===== config.mk =====
export PLATFORM = sky130hd
export DESIGN_NAME = ld8_exec
export DESIGN_NICKNAME = d
export VERILOG_FILES = /design/src/rtl/ld8_pkg.sv /design/src/rtl/ld8_decode.sv /design/src/rtl/ld8_seq.sv /design/src/rtl/ld8_regfile.sv /design/src/rtl/ld8_exec.sv
export SDC_FILE = /design/constraint.sdc
export NUM_CORES = 1
export LEC_CHECK = 0
export BUFFER_PORTS_ARGS = -buffer_cell sky130_fd_sc_hd__buf_2
export CAP_MARGIN = 20
export CORE_ASPECT_RATIO = 0.7
export CORE_MARGIN = 4
export CORE_UTILIZATION = 35
export DETAILED_ROUTE_END_ITERATION = 8
export PLACE_DENSITY = 0.57
export SETUP_SLACK_MARGIN = 0.15
export SLEW_MARGIN = 20
export SYNTH_ARGS = -nofsm -noshare
export SYNTH_HDL_FRONTEND = slang
export SYNTH_SLANG_ARGS = --single-unit

===== constraint.sdc =====
create_clock -name clk -period 5.6 [get_ports clk]
set_input_delay 1.4 -clock clk [delete_from_list [all_inputs] [get_ports clk]]
set_output_delay 1.4 -clock clk [all_outputs]
set_load 0.02 [all_outputs]

===== src/rtl/ld8_pkg.sv =====
package ld8_pkg;

    localparam int DW     = 8;
    localparam int AW     = 2 * DW;
    localparam int NREG   = 8;
    localparam int IDX_W  = $clog2(NREG);

    localparam logic [IDX_W-1:0] IDX_B   = 3'd0;
    localparam logic [IDX_W-1:0] IDX_C   = 3'd1;
    localparam logic [IDX_W-1:0] IDX_D   = 3'd2;
    localparam logic [IDX_W-1:0] IDX_E   = 3'd3;
    localparam logic [IDX_W-1:0] IDX_H   = 3'd4;
    localparam logic [IDX_W-1:0] IDX_L   = 3'd5;
    localparam logic [IDX_W-1:0] IDX_MEM = 3'd6;
    localparam logic [IDX_W-1:0] IDX_A   = 3'd7;

    typedef enum logic [2:0] {
        K_MOVE,    // register to register
        K_IMM,     // inline byte to register
        K_LOAD,    // memory to register
        K_STORE,   // register to memory
        K_STIMM,   // inline byte to memory
        K_SPST,    // stack pointer, two byte writes
        K_BAD      // not a load
    } kind_e;

    typedef enum logic [2:0] {
        A_HL, A_BC, A_DE, A_ABS, A_IOC, A_IOIMM
    } asrc_e;

    typedef enum logic [1:0] {
        HL_KEEP, HL_INC, HL_DEC
    } hlstep_e;

    typedef enum logic [1:0] {
        W_REG, W_IMM, W_MEM
    } wsel_e;

    typedef enum logic [1:0] {
        S_IDLE, S_EXEC, S_READ, S_WR2
    } st_e;

    typedef struct packed {
        kind_e             kind;
        asrc_e             asrc;
        hlstep_e           step;
        logic [IDX_W-1:0]  dst;
        logic [IDX_W-1:0]  src;
        logic [1:0]        len;
    } uop_t;

    function automatic uop_t mk_uop(kind_e k, asrc_e a, hlstep_e s,
                                    logic [IDX_W-1:0] d, logic [IDX_W-1:0] r,
                                    logic [1:0] n);
        uop_t u;
        u.kind = k;
        u.asrc = a;
        u.step = s;
        u.dst  = d;
        u.src  = r;
        u.len  = n;
        return u;
    endfunction

    function automatic logic [AW-1:0] join_pair(logic [DW-1:0] hi, logic [DW-1:0] lo);
        return {hi, lo};
    endfunction

endpackage


===== src/rtl/ld8_decode.sv =====
module ld8_decode
    import ld8_pkg::*;
(
    input  logic [DW-1:0] opcode,
    output uop_t          uop
);

    logic [IDX_W-1:0] f_dst;
    logic [IDX_W-1:0] f_src;

    assign f_dst = opcode[5:3];
    assign f_src = opcode[2:0];

    always_comb begin
        uop = mk_uop(K_BAD, A_HL, HL_KEEP, IDX_A, IDX_A, 2'd1);
        if (opcode[7:6] == 2'b01) begin
            if (f_dst == IDX_MEM && f_src == IDX_MEM) begin
                uop = mk_uop(K_BAD, A_HL, HL_KEEP, IDX_A, IDX_A, 2'd1);
            end else if (f_src == IDX_MEM) begin
                uop = mk_uop(K_LOAD, A_HL, HL_KEEP, f_dst, f_src, 2'd1);
            end else if (f_dst == IDX_MEM) begin
                uop = mk_uop(K_STORE, A_HL, HL_KEEP, f_dst, f_src, 2'd1);
            end else begin
                uop = mk_uop(K_MOVE, A_HL, HL_KEEP, f_dst, f_src, 2'd1);
            end
        end else if (opcode[7:6] == 2'b00 && f_src == IDX_MEM) begin
            if (f_dst == IDX_MEM)
                uop = mk_uop(K_STIMM, A_HL, HL_KEEP, f_dst, f_src, 2'd2);
            else
                uop = mk_uop(K_IMM, A_HL, HL_KEEP, f_dst, f_src, 2'd2);
        end else begin
            unique case (opcode)
                8'h0A: uop = mk_uop(K_LOAD,  A_BC,    HL_KEEP, IDX_A, IDX_A, 2'd1);
                8'h1A: uop = mk_uop(K_LOAD,  A_DE,    HL_KEEP, IDX_A, IDX_A, 2'd1);
                8'h02: uop = mk_uop(K_STORE, A_BC,    HL_KEEP, IDX_A, IDX_A, 2'd1);
                8'h12: uop = mk_uop(K_STORE, A_DE,    HL_KEEP, IDX_A, IDX_A, 2'd1);
                8'h2A: uop = mk_uop(K_LOAD,  A_HL,    HL_INC,  IDX_A, IDX_A, 2'd1);
                8'h3A: uop = mk_uop(K_LOAD,  A_HL,    HL_DEC,  IDX_A, IDX_A, 2'd1);
                8'hFA: uop = mk_uop(K_LOAD,  A_ABS,   HL_KEEP, IDX_A, IDX_A, 2'd3);
                8'hEA: uop = mk_uop(K_STORE, A_ABS,   HL_KEEP, IDX_A, IDX_A, 2'd3);
                8'hF2: uop = mk_uop(K_LOAD,  A_IOC,   HL_KEEP, IDX_A, IDX_A, 2'd1);
                8'hE2: uop = mk_uop(K_STORE, A_IOC,   HL_KEEP, IDX_A, IDX_A, 2'd1);
                8'hF0: uop = mk_uop(K_LOAD,  A_IOIMM, HL_KEEP, IDX_A, IDX_A, 2'd2);
                8'hE0: uop = mk_uop(K_STORE, A_IOIMM, HL_KEEP, IDX_A, IDX_A, 2'd2);
                8'h08: uop = mk_uop(K_SPST,  A_ABS,   HL_KEEP, IDX_A, IDX_A, 2'd3);
                default: uop = mk_uop(K_BAD, A_HL,    HL_KEEP, IDX_A, IDX_A, 2'd1);
            endcase
        end
    end

endmodule


===== src/rtl/ld8_seq.sv =====
module ld8_seq
    import ld8_pkg::*;
(
    input  logic           clk,
    input  logic           rst,
    input  logic           start,
    input  uop_t           uop_in,
    input  logic [DW-1:0]  lo_in,
    input  logic [DW-1:0]  hi_in,
    input  logic [AW-1:0]  sp_in,
    output st_e            state,
    output uop_t           uop_q,
    output logic [DW-1:0]  lo_q,
    output logic [DW-1:0]  hi_q,
    output logic [AW-1:0]  sp_q,
    output logic           busy,
    output logic           done,
    output logic           illegal,
    output logic           mem_we,
    output logic           rf_we,
    output wsel_e          rf_wsel,
    output hlstep_e        hl_step
);

    logic exec_ph;
    logic multi;

    assign exec_ph = (state == S_EXEC);
    assign multi   = (uop_q.kind == K_LOAD) || (uop_q.kind == K_SPST);

    always_ff @(posedge clk) begin
        if (rst) begin
            state <= S_IDLE;
            uop_q <= '0;
            lo_q  <= '0;
            hi_q  <= '0;
            sp_q  <= '0;
        end else begin
            unique case (state)
                S_IDLE: begin
                    if (start) begin
                        uop_q <= uop_in;
                        lo_q  <= lo_in;
                        hi_q  <= hi_in;
                        sp_q  <= sp_in;
                        state <= S_EXEC;
                    end
                end
                S_EXEC: begin
                    if (uop_q.kind == K_LOAD)
                        state <= S_READ;
                    else if (uop_q.kind == K_SPST)
                        state <= S_WR2;
                    else
                        state <= S_IDLE;
                end
                S_READ:  state <= S_IDLE;
                S_WR2:   state <= S_IDLE;
                default: state <= S_IDLE;
            endcase
        end
    end

    always_comb begin
        busy    = (state != S_IDLE);
        done    = (exec_ph && !multi) || (state == S_READ) || (state == S_WR2);
        illegal = exec_ph && (uop_q.kind == K_BAD);
        mem_we  = (exec_ph && (uop_q.kind inside {K_STORE, K_STIMM, K_SPST}))
               || (state == S_WR2);
        rf_we   = (exec_ph && (uop_q.kind inside {K_MOVE, K_IMM}))
               || (state == S_READ);
        if (state == S_READ)
            rf_wsel = W_MEM;
        else if (uop_q.kind == K_IMM)
            rf_wsel = W_IMM;
        else
            rf_wsel = W_REG;
        hl_step = (state == S_READ) ? uop_q.step : HL_KEEP;
    end

    AST_DONE_SINGLE:   assert property (@(posedge clk) disable iff (rst) done |=> !done);
    AST_IDLE_NO_WRITE: assert property (@(posedge clk) disable iff (rst) !busy |-> !mem_we);
    AST_BAD_NO_WRITE:  assert property (@(posedge clk) disable iff (rst) illegal |-> (!mem_we && !rf_we));
    AST_BAD_WITH_DONE: assert property (@(posedge clk) disable iff (rst) illegal |-> done);
    AST_WR2_AFTER_WR:  assert property (@(posedge clk) disable iff (rst) (state == S_WR2) |-> $past(mem_we));

endmodule


===== src/rtl/ld8_regfile.sv =====
module ld8_regfile
    import ld8_pkg::*;
(
    input  logic                      clk,
    input  logic                      rst,
    input  logic                      we,
    input  logic [IDX_W-1:0]          waddr,
    input  logic [DW-1:0]             wdata,
    input  hlstep_e                   step,
    output logic [NREG-1:0][DW-1:0]   regs_o
);

    logic [DW-1:0] r [NREG];
    logic [AW-1:0] hl_now;
    logic [AW-1:0] hl_nxt;
    logic          hl_move;
    logic          hl_hit;

    assign hl_now  = join_pair(r[IDX_H], r[IDX_L]);
    assign hl_move = (step != HL_KEEP);
    assign hl_nxt  = (step == HL_INC) ? hl_now + AW'(1) : hl_now - AW'(1);
    assign hl_hit  = we && (waddr == IDX_H || waddr == IDX_L);

    for (genvar i = 0; i < NREG; i++) begin : g_reg
        if (i == IDX_MEM) begin : g_hole
            assign r[i] = '0;
        end else begin : g_store
            always_ff @(posedge clk) begin
                if (rst)
                    r[i] <= '0;
                else if (we && waddr == IDX_W'(i))
                    r[i] <= wdata;
                else if (hl_move && i == IDX_H)
                    r[i] <= hl_nxt[AW-1:DW];
                else if (hl_move && i == IDX_L)
                    r[i] <= hl_nxt[DW-1:0];
            end
        end
        assign regs_o[i] = r[i];
    end

    AST_HL_INC: assert property (@(posedge clk) disable iff (rst)
        (step == HL_INC && !hl_hit) |=> hl_now == $past(hl_now) + AW'(1));
    AST_HL_DEC: assert property (@(posedge clk) disable iff (rst)
        (step == HL_DEC && !hl_hit) |=> hl_now == $past(hl_now) - AW'(1));

endmodule


===== src/rtl/ld8_exec.sv =====
module ld8_exec
    import ld8_pkg::*;
#(
    parameter logic [7:0] IO_PAGE = 8'hFF
) (
    input  logic         clk,
    input  logic         rst,
    input  logic         start,
    input  logic [7:0]   opcode,
    input  logic [7:0]   opnd_lo,
    input  logic [7:0]   opnd_hi,
    input  logic [15:0]  sp,
    output logic         busy,
    output logic         done,
    output logic         illegal,
    output logic [1:0]   instr_len,
    output logic [15:0]  mem_addr,
    output logic         mem_we,
    output logic [7:0]   mem_wdata,
    input  logic [7:0]   mem_rdata,
    input  logic [2:0]   rd_sel,
    output logic [7:0]   rd_data
);

    uop_t                     uop_dec;
    uop_t                     uop_q;
    st_e                      state;
    logic [DW-1:0]            lo_q;
    logic [DW-1:0]            hi_q;
    logic [AW-1:0]            sp_q;
    logic                     rf_we;
    wsel_e                    rf_wsel;
    hlstep_e                  hl_step;
    logic [DW-1:0]            rf_wdata;
    logic [NREG-1:0][DW-1:0]  regs;
    logic [AW-1:0]            base_addr;
    logic                     second;

    ld8_decode u_decode (
        .opcode (opcode),
        .uop    (uop_dec)
    );

    ld8_seq u_seq (
        .clk     (clk),
        .rst     (rst),
        .start   (start),
        .uop_in  (uop_dec),
        .lo_in   (opnd_lo),
        .hi_in   (opnd_hi),
        .sp_in   (sp),
        .state   (state),
        .uop_q   (uop_q),
        .lo_q    (lo_q),
        .hi_q    (hi_q),
        .sp_q    (sp_q),
        .busy    (busy),
        .done    (done),
        .illegal (illegal),
        .mem_we  (mem_we),
        .rf_we   (rf_we),
        .rf_wsel (rf_wsel),
        .hl_step (hl_step)
    );

    ld8_regfile u_regs (
        .clk    (clk),
        .rst    (rst),
        .we     (rf_we),
        .waddr  (uop_q.dst),
        .wdata  (rf_wdata),
        .step   (hl_step),
        .regs_o (regs)
    );

    assign second = (state == S_WR2);

    always_comb begin
        unique case (uop_q.asrc)
            A_BC:    base_addr = join_pair(regs[IDX_B], regs[IDX_C]);
            A_DE:    base_addr = join_pair(regs[IDX_D], regs[IDX_E]);
            A_ABS:   base_addr = join_pair(hi_q, lo_q);
            A_IOC:   base_addr = join_pair(IO_PAGE, regs[IDX_C]);
            A_IOIMM: base_addr = join_pair(IO_PAGE, lo_q);
            default: base_addr = join_pair(regs[IDX_H], regs[IDX_L]);
        endcase
        mem_addr = second ? base_addr + AW'(1) : base_addr;
    end

    always_comb begin
        if (uop_q.kind == K_SPST)
            mem_wdata = second ? sp_q[AW-1:DW] : sp_q[DW-1:0];
        else if (uop_q.kind == K_STIMM)
            mem_wdata = lo_q;
        else
            mem_wdata = regs[uop_q.src];
    end

    always_comb begin
        unique case (rf_wsel)
            W_IMM:   rf_wdata = lo_q;
            W_MEM:   rf_wdata = mem_rdata;
            default: rf_wdata = regs[uop_q.src];
        endcase
    end

    assign instr_len = uop_q.len;
    assign rd_data   = regs[rd_sel];

    AST_SP_HIGH_NEXT:  assert property (@(posedge clk) disable iff (rst)
        second |-> mem_addr == $past(mem_addr) + AW'(1));
    AST_BAD_KEEPS_REG: assert property (@(posedge clk) disable iff (rst)
        illegal |=> regs == $past(regs));
    AST_IO_PAGE:       assert property (@(posedge clk) disable iff (rst)
        (state == S_EXEC && uop_q.kind != K_BAD && uop_q.asrc inside {A_IOC, A_IOIMM})
        |-> mem_addr[AW-1:DW] == IO_PAGE);
    AST_LEN_RANGE:     assert property (@(posedge clk) disable iff (rst)
        done |-> (instr_len != 2'd0));

endmodule


==> results of run 1 <==
-- per-layer routing --
metal / vias up / part of all wire / track usage
met1: 3454 / 0.50 / 0.327
li1: 3482 / - / -
met2: 286 / 0.41 / 0.303
met3: 24 / 0.076 / 0.0426
met5: - / 0 / 0
met4: 0 / 0.014 / 0.0415
-- layout make-up --
type / count / area, µm²
clock inverters: 7 / 106
multi-input cells: 737 / 4850
well taps: 276 / 345
fillers: 2189 / 12400
repair buffers: 105 / 563
inverters: 17 / 63.8
clock buffers: 9 / 225
flip-flops and latches: 106 / 2120
-- state kept, by name (all words and copies together), names as in the netlist --
| signal | flops |
|---|---|
| u_regs.regs_o | 56 |
| u_seq.sp_q | 16 |
| u_seq.uop_q | 16 |
| u_seq.hi_q | 8 |
| u_seq.lo_q | 8 |
| u_seq.state | 2 |
-- power breakdown --
| part | switching [µW] | total [µW] | internal [µW] |
|---|---|---|---|
| Clock | 316 | 716 | 401 |
| Sequential | 45.3 | 827 | 782 |
| Combinational | 180 | 287 | 107 |
| Total | 541 | 1830 | 1290 |
-- worst reg2reg max path, stage by stage (launching register included) --
cell and delay [ps]:
sky130_fd_sc_hd__dfxtp_1 900, sky130_fd_sc_hd__nor2_1 370, sky130_fd_sc_hd__a22o_1 350, sky130_fd_sc_hd__mux2i_1 420, sky130_fd_sc_hd__a21oi_1 130, sky130_fd_sc_hd__a21oi_1 930
sky130_fd_sc_hd__a2111oi_0 260
-- path summary, 6_finish.rpt --
check / to / cells past startpoint / slack (ps) / from
min: u_seq.uop_q[0] / 2 / 450 / u_seq.uop_q[0]
max: mem_addr[12] / 13 / 660 / u_seq.uop_q[11]
max reg2reg: u_regs.regs_o[38] / 6 / 2070 / u_seq.uop_q[3]
min reg2reg: u_seq.uop_q[0] / 2 / 450 / u_seq.uop_q[0]
-- cells in the mapped netlist (6+ instances only) --
cell type	number	area share
sky130_fd_sc_hd__nand2b_1	11	0.0093
sky130_fd_sc_hd__o21ai_0	37	0.025
sky130_fd_sc_hd__nor2_1	126	0.064
sky130_fd_sc_hd__nand3_1	10	0.0068
sky130_fd_sc_hd__a221oi_1	7	0.0083
sky130_fd_sc_hd__a211oi_1	49	0.050
sky130_fd_sc_hd__a22oi_1	12	0.012
sky130_fd_sc_hd__xor2_1	10	0.012
sky130_fd_sc_hd__dfxtp_1	106	0.29
sky130_fd_sc_hd__mux2_2	18	0.027
sky130_fd_sc_hd__ha_1	19	0.032
sky130_fd_sc_hd__a31oi_1	9	0.0076
sky130_fd_sc_hd__and2_1	8	0.0068
sky130_fd_sc_hd__nor3_1	19	0.013
sky130_fd_sc_hd__a21o_1	8	0.0081
sky130_fd_sc_hd__inv_1	17	0.0087
sky130_fd_sc_hd__mux2i_1	35	0.048
sky130_fd_sc_hd__clkbuf_1	42	0.021
sky130_fd_sc_hd__o22ai_1	17	0.014
sky130_fd_sc_hd__buf_2	12	0.0081
sky130_fd_sc_hd__buf_1	6	0.0031
sky130_fd_sc_hd__mux4_2	16	0.049
sky130_fd_sc_hd__nand4_1	6	0.0051
sky130_fd_sc_hd__nand2_1	111	0.056
sky130_fd_sc_hd__nor2b_1	8	0.0068
sky130_fd_sc_hd__xnor2_1	18	0.021
sky130_fd_sc_hd__a21oi_1	96	0.065
sky130_fd_sc_hd__nor3b_1	7	0.0071
sky130_fd_sc_hd__a22o_1	8	0.0095
sky130_fd_sc_hd__buf_4	7	0.0071
-- through the flow --
| step | total power, µW | setup slack, ps |
|---|---|---|
| finish | 1830 | 662 |
| detailed placement | 1130 | 1050 |
| floorplan | 1030 | 1030 |
| CTS | 1840 | 668 |
| global placement | 1130 | 1120 |
| global route | 1910 | 403 |
-- logic make-up after synthesis --
family | share of synthesized area
buf+inv | 0.0565
xor+xnor | 0.0355
flops | 0.288
fa+ha+maj | 0.0350
simple gates | 0.213
compound gates | 0.249
mux | 0.124
==> results, run 1 <==
- The floorplan step set the die height to 129 µm.
- The tightest min-delay check is of the reg2reg type.
- The cell area after placement is 7930 µm².
- The worst setup path is launched from a flop.
- The slowest stage of the critical path belongs to the cell sky130_fd_sc_hd__ha_1.
- The count of nets left with antenna violations once routing finished came out at 0.
- The worst setup path is of the reg2out kind.
- The power per cell area is 221 nW/µm².
- The via count of the first global-routing pass is 6,519.
- Grouping stages by cell kind, the critical path spends the most delay in simple AND/OR/NAND/NOR gates.
- The worst-case headroom to the max-slew limit is 0.201.
- The clock slew seen by the registers of the worst setup and hold paths is 80 ps.
- After clock tree synthesis, the setup repair step added 0 buffers.
- For this run the aggregate overflow at the end of global routing stands at 0.
- From synthesis to final layout, the design area changed by 12.2%.
- The number of different library cells used by synthesis comes to 72.
- The signal on the critical path passes through inv_1 > ha_1 > and3b_1 > a221oi_1 > o22ai_1 > inv_1 > ha_1 > nand2_1 > nor3_1 > nand4_2 > nor3_2 > xnor2_1 > buf_2.
- The most common cell after layout, fill and taps aside is sky130_fd_sc_hd__nor2_1.
- Setup repair after global routing left no endpoint under its margin.
- The post-synthesis register bit count is 106.
- Data arrives at the worst endpoint at 3540 ps.
- In the synthesized netlist the async set-or-reset flop fraction comes to 0.
- Of the available clock period, the critical path in the final layout requires 0.882.
- The final count of hold timing violations came to 0.
- The run finished with clean final reports.
- The number of antenna diodes in the final layout is 0.
- The proportion of layout cells with a drive suffix above 1 is 0.182.
- The total number of H-tree levels is 3.
- For this configuration, the core starts out at a cell density of 0.356.
- Counting I/O delays and the setup requirement, the final critical path takes 4940 ps.
- After detailed routing, the number of vias per cell comes to 5.76.
- The count of cells in the finished layout, fillers not included, comes to 1,257.
- Yosys mapped a number of flops with a built-in enable equal to 0.
- Across the run, the number of max-cap violations was 0.
- The final instance area is 8280 µm².
- The number of antenna violations at the first check in global routing is 0.
- The final count of pins violating max slew came to 0.
- The clock passes through at most 2 buffers.
- The worst setup path is captured at an output port.
- The peak supply drop is 0.118 mV.
- The top cell types in the final layout, fill and taps aside, are sky130_fd_sc_hd__nor2_1 (125), sky130_fd_sc_hd__nand2_1 (111), sky130_fd_sc_hd__dfxtp_1 (106), sky130_fd_sc_hd__a21oi_1 (96), sky130_fd_sc_hd__buf_2 (90).
- At the worst endpoint, the required time is 4200 ps.
- The maximum operating frequency is 203 MHz.
- The number of warnings printed during yosys synthesis is 0.
- The number of DRC markers in iteration 0 is 663.
- In this run the mean area of a mapped cell was 7.91 µm².
- The number of nets in the synthesized netlist is 1,006.
- The number of buffers created by CTS is 9.
- Dividing the detail-routed wire length by the instance count gives 20.0 µm.
- The number of instances in the synthesized netlist is 932.
- The post-synthesis cell area is 7370 µm².
- After clock tree synthesis, the repair step resized 0 gates.
- The worst hold margin is 449 ps.
- The width of the die is 181 µm.
- Of all nets on the critical path, the largest fanout is 12.
- The detailed router placed 7,246 vias in this run.
- For this run, design rule violations remaining after detail routing come to 0.
- The global routing usage summed across all routing layers is 0.211.
- The largest single stage delay on the critical path is 510 ps.
- The largest net degree at the start of global routing is 57.
- The flip-flop cell with the highest count after synthesis is sky130_fd_sc_hd__dfxtp_1.
- The pin slew with the least headroom to its limit is 1200 ps.
- CTS saw 106 sinks.
- The floorplan step defined a die boundary enclosing 23,500 µm².
- For the worst-skew pair, the clock arrives at the later sink with an insertion delay of 350 ps.
- The count of TritonRoute iterations in the first routing pass is 5.
- The core region is 20,700 µm².
- Summed over all cells, the static leakage comes to 0.00308 µW.
- The final clock skew is 10.8 ps.
- The clock tree from TritonCTS is yes.
- The congestion estimate from routability-driven global placement came to 0.953.
- The setup violation total in the final timing report is 0.
- Summed over all nets, the half-perimeter wirelength after detailed placement is 18,900 µm.
- The root buffer selected by CTS is sky130_fd_sc_hd__clkbuf_16.
- Summed over all failing endpoints, the final setup total negative slack is 0 ps.
- Together, buffers and inverters on the worst path number 3.
- The part of the Yosys area used for sequential elements is 0.288.
- Once placement completed, the tool counted placed cells totaling 1,241.
- Once layout is complete, the utilization of the core stands at 0.400.
- The total number of placement rows is 44.
- The final layout contains 1,050 nets.
- The top-level I/O count is 92.
- Summed over all layers, the routed wires come to 25,200 µm.
- The first global-routing pass estimated 38,900 µm of wire.
- In this run, post-CTS hold repair placed 0 buffers.
- In this run the tool buffered the top-level ports with 91 buffer cells.
Power figures use the tool's default switching activity.
==> inputs of run 2 (changes only) <==
--- a/config.mk
+++ b/config.mk
@@ -9,9 +9,9 @@
 export CAP_MARGIN = 20
 export CORE_ASPECT_RATIO = 0.7
 export CORE_MARGIN = 4
-export CORE_UTILIZATION = 35
+export CORE_UTILIZATION = 55
 export DETAILED_ROUTE_END_ITERATION = 8
-export PLACE_DENSITY = 0.57
+export PLACE_DENSITY = 0.8
 export SETUP_SLACK_MARGIN = 0.15
 export SLEW_MARGIN = 20
 export SYNTH_ARGS = -nofsm -noshare
==> run 2 against run 1 <==
Clock skew is 1.4 ps higher; clock power is 10% lower; critical path depth is 3 lower; sequential power hardly changed; combinational power is 2% lower; highest routed layer unchanged; count of clock-buffer cells in the layout stayed put; largest cell class unchanged; cell count is 9.1% lower; routed wire length is 9.1% lower; cell area is 2.4% lower; first-iteration DRC count is 34% higher.
==> results, run 2 (synthesis gave the netlist of run 1 again) <==
- The number of DRC markers in iteration 0 is 887 (+34%).
- The placeable core area is 13,100 µm² (-37%).
- The width of the die is 146 µm (-19%).
- Setup repair after global routing left no endpoint under its margin.
- The peak supply drop was 0.180 mV (+53%).
- The worst hold margin was 449 ps (+0.326 ps).
- The via count of the first global-routing pass was 6,511 (-0.12%).
- The clock slew seen by the registers of the worst setup and hold paths is 80 ps (about the same).
- The maximum operating frequency came to 198 MHz (-2.1%).
- The global placer's final weighted congestion came to 0.966 (+1.4%).
- The number of instances resized during post-cts repair was 0 (unchanged).
- The per-cell routed wire length was 20.0 µm (about the same).
- The flip-flop count of the largest register, all copies and words added was 56 (unchanged).
- The number of antenna violations at the first check in global routing is 0 (unchanged).
- The number of antenna cells inserted is 0 (unchanged).
- The top-level I/O count is 92 (unchanged).
- The layout overhead on the synthesized area is 9.54%.
- The cell area after placement was 7750 µm² (-2.2%).
- The count of clock tree sinks came to 106 (unchanged).
- The total number of placement rows is 35 (-20%).
- The layout filler cell count was 1,175 (-46%).
- The via density per instance is 6.46 (+12%).
- The total setup buffers inserted after CTS is 0 (unchanged).
- The kind of capture point of the worst setup path is an output port.
- The kind of path behind the tightest hold check is reg2reg.
- The library cells used most frequently in the layout, excluding fill and tap cells, are sky130_fd_sc_hd__nor2_1 (123), sky130_fd_sc_hd__nand2_1 (111), sky130_fd_sc_hd__dfxtp_1 (106), sky130_fd_sc_hd__a21oi_1 (96), sky130_fd_sc_hd__buf_2 (90).
- The final worst slack is 555 ps (-108 ps).
- The static leakage was 0.00303 µW (-1.4%).
- The element type at the critical path start is a flop.
- The overall via count from detail_route was 7,379 (+1.8%).
- The class of the most critical setup path is reg2out.
- The number of nets with antenna violations after detailed routing is 0 (unchanged).
- The largest net degree at the start of global routing came to 107 (+88%).
- The final count of hold timing violations is 0 (unchanged).
- The largest fanout on the critical path is 23 (+11).
- The data arrival at the endpoint of the critical path is 3650 ps (+110 ps).
- The flow ran to the end, and the final reports show no timing, DRC or antenna violations.
- The power per cell area came to 217 nW/µm² (-1.8%).
- The maximum root-to-sink buffer count is 2 (unchanged).
- TritonCTS built the clock tree.
- The overall die area is 15,400 µm² (-35%).
- The starting utilization of the core area is 0.561 (+0.205).
- The worst-case headroom to the max-slew limit was 0.242 (+0.0406).
- The footprint of the multi-input gates came to 4860 µm² (about the same).
- The setup violation total in the final timing report is 0 (unchanged).
- The final-layout setup total negative slack is 0 ps (unchanged).
- The count of TritonRoute iterations in the first routing pass came to 5 (unchanged).
- In this run the clock root is driven by a sky130_fd_sc_hd__clkbuf_16.
- The remaining routing DRC violations is 0 (unchanged).
- The area used by sequential logic in the layout is 2120 µm² (unchanged).
- The number of buffers created by CTS was 9 (unchanged).
- The final clock skew came to 12.2 ps (+1.40 ps).
- The hold buffer count at cts is 0 (unchanged).
- The critical path goes through nor2_1 > a221oi_1 > o22a_1 > ha_1 > nand2_1 > nor3_1 > nand4_2 > nor3_2 > xnor2_1 > buf_2.
- The final instance area is 8080 µm² (-2.4%).
- The post-placement worst setup slack is 992 ps (-61.3 ps).
- The share of the clock period used by the worst path after layout is 0.901 (+0.0192).
- The global-route wire length before repair was 36,000 µm (-7.6%).
- For this design, the slowest cell found on the critical path is sky130_fd_sc_hd__dfxtp_1.
- The final count of pins violating max slew is 0 (unchanged).
- The number of nets in the finished design is 1,045 (-0.48%).
- The post-detailed-routing wire length is 22,900 µm (-9.1%).
- The proportion of layout cells with a drive suffix above 1 is 0.179 (-0.00316).
- The required time of the critical path is 4200 ps (about the same).
- The library cell used most frequently in the layout, excluding fill and tap cells, is sky130_fd_sc_hd__nor2_1.
- The y dimension of the die is 105 µm (-19%).
- The pin slew with the least headroom to its limit is 1140 ps (-61.0 ps).
- The post-detailed-placement half-perimeter wirelength is 16,900 µm (-11%).
- The worst stage delay on the critical path is 900 ps (+390 ps).
- The total of max-cap violations is 0 (unchanged).
- The clock insertion delay at the later pin of the skew report is 360 ps (about the same).
- The global routing usage summed across all routing layers is 0.291 (+0.0796).
- The clock period minus final worst setup slack is 5050 ps (+108 ps).
- The reg-to-reg setup timing slack is 1640 ps (-430 ps).
- The number of buffers added on ports is 91 (unchanged).
- The final global-route overflow total is 0 (unchanged).
- The total number of H-tree levels is 3 (unchanged).
[run 2: cell count changes in the layout (fill, tap and decap cells not counted), sizes merged]
cell	previous run	this run
buf	105	100
bufinv	2	0
clkinvlp	0	1
inv	20	21
[run 2: area by class of cell]
class	count	area share
timing repair buffer	100	0.0651
multi-input combinational	737	0.601
inverter	17	0.00790
tap	166	0.0257
clock inverter	7	0.00960
sequential	106	0.263
clock buffer	9	0.0279
[run 2: routing by layer]
layer	GRT usage	up-vias	wire length, µm
met5	0	-	0
li1	-	3467	-
met4	0.0745	0	444
met1	0.437	3471	10100
met2	0.423	403	9920
met3	0.0616	38	2450
[run 2: stage by stage]
stage / cells / util / power [µW]
6_report: 1142 / 0.615 / 1750
5_1_grt: 1142 / 0.615 / 1820
4_1_cts: 1142 / 0.613 / 1750
3_5_place_dp: 1126 / 0.590 / 1120
3_3_place_gp: 1126 / 0.590 / 1110
2_1_floorplan: 932 / - / 1030
[run 2: worst max-delay path, delay by kind of cell, from the launching register on]
kind / cells / cell delay [ps]
xor+xnor: 1 / 130
flops: 1 / 900
simple gates: 5 / 1270
fa+ha+maj: 1 / 150
buf+inv: 1 / 180
compound gates: 2 / 680
[run 2: worst paths after layout]
| check | startpoint | to | depth (start not counted) |
|---|---|---|---|
| setup reg to reg | u_seq.state[1] | u_regs.regs_o[39] | 12 |
| setup / recovery | u_seq.uop_q[10] | mem_addr[12] | 10 |
| hold / removal | u_seq.uop_q[0] | u_seq.uop_q[0] | 2 |
| hold reg to reg | u_seq.uop_q[0] | u_seq.uop_q[0] | 2 |
[run 2: report_power, final]
part,internal [µW],total [µW],leakage (µW),switching [µW]
Clock,318,644,0.000144,326
Sequential,782,830,0.000863,47.6
Combinational,106,281,0.00202,174
Total,1210,1750,0.00303,548
==> inputs of run 3 (changes only) <==
--- a/config.mk
+++ b/config.mk
@@ -5,11 +5,13 @@
 export SDC_FILE = /design/constraint.sdc
 export NUM_CORES = 1
 export LEC_CHECK = 0
+export ABC_AREA = 1
 export BUFFER_PORTS_ARGS = -buffer_cell sky130_fd_sc_hd__buf_2
 export CAP_MARGIN = 20
 export CORE_ASPECT_RATIO = 0.7
 export CORE_MARGIN = 4
 export CORE_UTILIZATION = 55
+export CTS_BUF_LIST = sky130_fd_sc_hd__clkbuf_4 sky130_fd_sc_hd__clkbuf_8
 export DETAILED_ROUTE_END_ITERATION = 8
 export PLACE_DENSITY = 0.8
 export SETUP_SLACK_MARGIN = 0.15
==> constraint.sdc (replaced) <==
create_clock -name clk -period 6.1 [get_ports clk]
set_input_delay 1.525 -clock clk [delete_from_list [all_inputs] [get_ports clk]]
set_output_delay 1.525 -clock clk [all_outputs]
set_load 0.02 [all_outputs]
==> run 3 against run 2 <==
Register-to-register slack better by 770 ps; clock skew decreased by 3.2 ps; count of clock-buffer cells in the layout up 1; setup slack gained 570 ps; non-clock buffer count is 6 lower; sequential cell count stayed put; cell area rose by 3.6%; first-iteration DRC count is 32% higher; synthesized cell count grew 34%.
==> results, run 3 <==
- The run finished with clean final reports.
- The via density per instance came to 5.72 (-12%).
- The part of the Yosys area used for sequential elements was 0.275 (-0.0127).
- Based on the critical path, the design can be clocked at up to 201 MHz.
- The clock slew seen by the registers of the worst setup and hold paths was 110 ps (+30 ps).
- The worst stage delay on the critical path was 810 ps (-90 ps).
- The hold buffer count at cts is 0 (unchanged).
- In the layout the commonest cells are sky130_fd_sc_hd__nand2_1 (223), sky130_fd_sc_hd__inv_1 (189), sky130_fd_sc_hd__o21ai_0 (166), sky130_fd_sc_hd__a21oi_1 (142), sky130_fd_sc_hd__nor2_1 (128).
- The number of instances in the synthesized netlist came to 1,251 (+34%).
- The maximum root-to-sink buffer count is 2 (unchanged).
- The pin slew with the least headroom to its limit is 1020 ps (-116 ps).
- The worst-case headroom to the max-slew limit is 0.318 (+0.0766).
- The element type at the critical path start is a flop.
- The number of DRC markers in iteration 0 is 1,175 (+32%).
- The remaining routing DRC violations was 0 (unchanged).
- The count of clock tree sinks is 106 (unchanged).
- The number of buffers created by CTS came to 9 (unchanged).
- The proportion of power drawn by the clock network is 0.301 (-0.066).
- The final-layout setup total negative slack came to 0 ps (unchanged).
- The cell accounting for the most synthesized area is sky130_fd_sc_hd__dfxtp_1.
- The placeable core area is 13,400 µm² (+2.3%).
- The depth of the critical timing path with buffers and inverters included is 16 (+6).
- The starting utilization of the core area is 0.574 (+0.0125).
- The switching share of power was 0.348 (+0.0355).
- The root buffer selected by CTS is sky130_fd_sc_hd__clkbuf_8.
- The global placer's final weighted congestion is 1.10 (+14%).
- The register share of total power came to 0.487 (+0.014).
- The total setup buffers inserted after CTS was 0 (unchanged).
- The overall die area came to 16,000 µm² (+4.3%).
- The setup violation total in the final timing report was 0 (unchanged).
- Following the worst setup path forward leads to its endpoint at mem_addr[14].
- The footprint of the multi-input gates is 4570 µm² (-5.8%).
- The fraction of synthesized cell area taken by the top area cell type is 0.275 (-0.0127).
- The static leakage is 0.00403 µW (+33%).
- The reg-to-reg setup timing slack is 2410 ps (+770 ps).
- The worst path in the final design needs a cycle of 4980 ps, including I/O delays and setup.
- The power per cell area is 187 nW/µm² (-14%).
- The data arrival at the endpoint of the critical path is 3450 ps (-200 ps).
- The number of antenna violations at the first check in global routing came to 1 (+1).
- The final count of pins violating max slew came to 0 (unchanged).
- The required time of the critical path came to 4580 ps (+380 ps).
- The most common cell after layout, fill and taps aside is sky130_fd_sc_hd__nand2_1.
- The number of nets in the finished design is 1,372 (+31%).
- The layout filler cell count was 1,343 (+14%).
- The post-detailed-routing wire length was 26,500 µm (+16%).
- The post-placement worst setup slack was 1600 ps (+607 ps).
- The worst setup path is of the reg2out kind.
- The width of the die is 150 µm (+2.2%).
- Traced cell by cell, the critical path runs through inv_2 > ha_1 > nand2_4 > nand2_1 > inv_1 > nand3_1 > nand2_1 > inv_1 > ha_1 > nand2_1 > nor2_2 > nand3_1 > nor2_2 > nand4_1 > nand2_1 > buf_2.
- The proportion of layout cells with a drive suffix above 1 was 0.124 (-0.0557).
- The global routing usage summed across all routing layers came to 0.326 (+0.0353).
- The overall via count from detail_route is 8,504 (+15%).
- The total of max-cap violations is 0 (unchanged).
- The final count of hold timing violations was 0 (unchanged).
- The async set or reset register ratio after synthesis is 0 (unchanged).
- The endpoint identified for the worst register-to-register timing path is u_regs.regs_o[36].
- The share of total power in combinational logic is 0.212 (+0.052).
- The number of instances resized during post-cts repair was 0 (unchanged).
- The largest net degree at the start of global routing is 70 (-35%).
- The flip-flop count of the largest register, all copies and words added is 56 (unchanged).
- The number of distinct library cell variants in the gate-level netlist after synthesis is 50 (-31%).
- The worst hold margin is 462 ps (+12.6 ps).
- The peak supply drop is 0.137 mV (-24%).
- The final clock skew is 9.03 ps (-3.16 ps).
- The per-instance average area after synthesis came to 6.17 µm² (-22%).
- The number of warnings printed during yosys synthesis is 0 (unchanged).
- Setup repair after global routing left no endpoint under its margin.
- The launch point of the worst reg-to-reg path is u_seq.state[0].
- The count of buffer and inverter cells on the critical path is 4 (+3).
- The switching power of the nets is 545 µW (-0.45%).
- Among the stages of the critical path, the cell type that occurs most often is sky130_fd_sc_hd__nand2_1.
- The final global-route overflow total was 0 (unchanged).
- The number of enable-type register cells in the synthesized netlist is 0 (unchanged).
- The number of buffers added on ports is 91 (unchanged).
- The global-route wire length before repair is 40,400 µm (+12%).
- The cell depth of the worst flop-to-flop path is 16 (+4).
- After synthesis, the cell types taking the most area are sky130_fd_sc_hd__dfxtp_1 (28%), sky130_fd_sc_hd__nand2_1 (11%), sky130_fd_sc_hd__o21ai_0 (11%).
- The clock insertion delay at the later pin of the skew report is 390 ps (+30 ps).
- The post-synthesis cell area is 7710 µm² (+4.6%).
- The number of antenna cells inserted came to 0 (unchanged).
- The kind of capture point of the worst setup path is an output port.
- The via count of the first global-routing pass was 7,134 (+9.6%).
- The largest individual stage delay along the critical path comes from the cell sky130_fd_sc_hd__dfxtp_1.
- The internal power of the cells came to 1020 µW (-15%).
- The number of nets with antenna violations after detailed routing is 0 (unchanged).
- The top-level I/O count came to 92 (unchanged).
- The total number of H-tree levels is 3 (unchanged).
- The area used by sequential logic in the layout is 2120 µm² (unchanged).
- Compared with the post-synthesis result, the final layout area differs by 8.47%.
- The count of TritonRoute iterations in the first routing pass is 6 (+1).
- The cell family contributing the most delay on the critical path is simple AND/OR/NAND/NOR gates.
- In the synthesized netlist the dominant register cell turns out to be sky130_fd_sc_hd__dfxtp_1.
- The synthesized net count is 1,325 (+32%).
- Ranked by instance count, the synthesized netlist is headed by sky130_fd_sc_hd__nand2_1 (223), sky130_fd_sc_hd__inv_1 (189), sky130_fd_sc_hd__o21ai_0 (166).
- The critical path launch point is u_seq.uop_q[11].
- The largest fanout on the critical path is 22 (-4.3%).
- The share of the core filled with cells in the final layout was 0.622 (+0.00757).
- The min-delay analysis places its worst path in the category reg2reg.
- The post-synthesis register bit count is 106 (unchanged).
- The final worst slack is 1120 ps (+570 ps).
- The share of the clock period used by the worst path after layout is 0.816.
- The instance count along the most critical hold path is 2 (unchanged).
- The per-cell routed wire length is 17.8 µm (-11%).
- The post-detailed-placement half-perimeter wirelength is 20,500 µm (+22%).
- The total number of placement rows was 35 (unchanged).
- sky130_fd_sc_hd__nand2_1 is the most common cell in the netlist.
- The clock tree from TritonCTS is yes.
- The y dimension of the die is 107 µm (+2.1%).
==> run 3: cell count changes after synthesis, moves of 18 or more <==
cell                       previous run  this run
sky130_fd_sc_hd__a211oi_1            49         2
sky130_fd_sc_hd__a21oi_1             96       142
sky130_fd_sc_hd__inv_1               17       189
sky130_fd_sc_hd__mux2_2              18         0
sky130_fd_sc_hd__mux2i_1             35         0
sky130_fd_sc_hd__nand2_1            111       223
sky130_fd_sc_hd__nand3_1             10        48
sky130_fd_sc_hd__nand4_1              6        33
sky130_fd_sc_hd__o21ai_0             37       166
==> run 3: worst min-delay path by stage <==
stage                  start  slack [ps]       endpoint
3_3_place_gp   u_seq.hi_q[0]         450  u_seq.hi_q[0]
4_1_cts        u_seq.hi_q[6]         470  u_seq.hi_q[6]
6_report       u_seq.hi_q[6]         460  u_seq.hi_q[6]
2_1_floorplan  u_seq.hi_q[7]         430  u_seq.hi_q[7]
3_5_place_dp   u_seq.hi_q[6]         450  u_seq.hi_q[6]
5_1_grt        u_seq.hi_q[0]         490  u_seq.hi_q[0]
==> run 3: cells by family (layout without fill, tap and decap cells) <==
kind of cell / Yosys count / after routing / share of synthesized area
adder cells (fa/ha/maj): 20 / 20 / 0.0334
AND/OR/NAND/NOR: 489 / 489 / 0.289
buffers and inverters: 260 / 312 / 0.132
AO/OA/AOI/OAI: 360 / 360 / 0.252
flip-flops: 106 / 106 / 0.275
XOR/XNOR: 16 / 16 / 0.0182
==> run 3: area by class of cell <==
type / instances / share of cell area
Timing Repair Buffer: 94 / 0.0571
Inverter: 202 / 0.0909
Multi-Input combinational cell: 885 / 0.546
Clock inverter: 6 / 0.00867
Tap cell: 185 / 0.0277
Sequential cell: 106 / 0.254
Clock buffer: 10 / 0.0157
==> run 3: power by group through the flow <==
stage	Clock (µW)	Sequential (µW)	Combinational (µW)
floorplan	0	755	227
finish	473	763	332
detailed placement	0	776	323
CTS	470	760	325
global placement	0	776	321
global route	492	766	365
==> run 3: routing by layer <==
layer | up-vias | track usage | routed length, µm
li1 | 4214 | - | -
met1 | 3821 | 0.520 | 12700
met2 | 433 | 0.431 | 10000
met3 | 34 | 0.0913 | 3400
met4 | 2 | 0.0542 | 334
met5 | - | 0 | 13
==> run 3: through the flow <==
step           instances  total power [µW]  cell area, µm²
6_report            1488              1570            8370
5_1_grt             1488              1620            8370
4_1_cts             1488              1550            8370
3_5_place_dp        1472              1100            8160
3_3_place_gp        1472              1100            8160
2_1_floorplan       1251               983            7710
==> run 3: worst min-delay path, delay by kind of cell (launching register included) <==
kind	cells	cell delay, ps
buf+inv	1	60
compound gates	1	50
flops	1	310
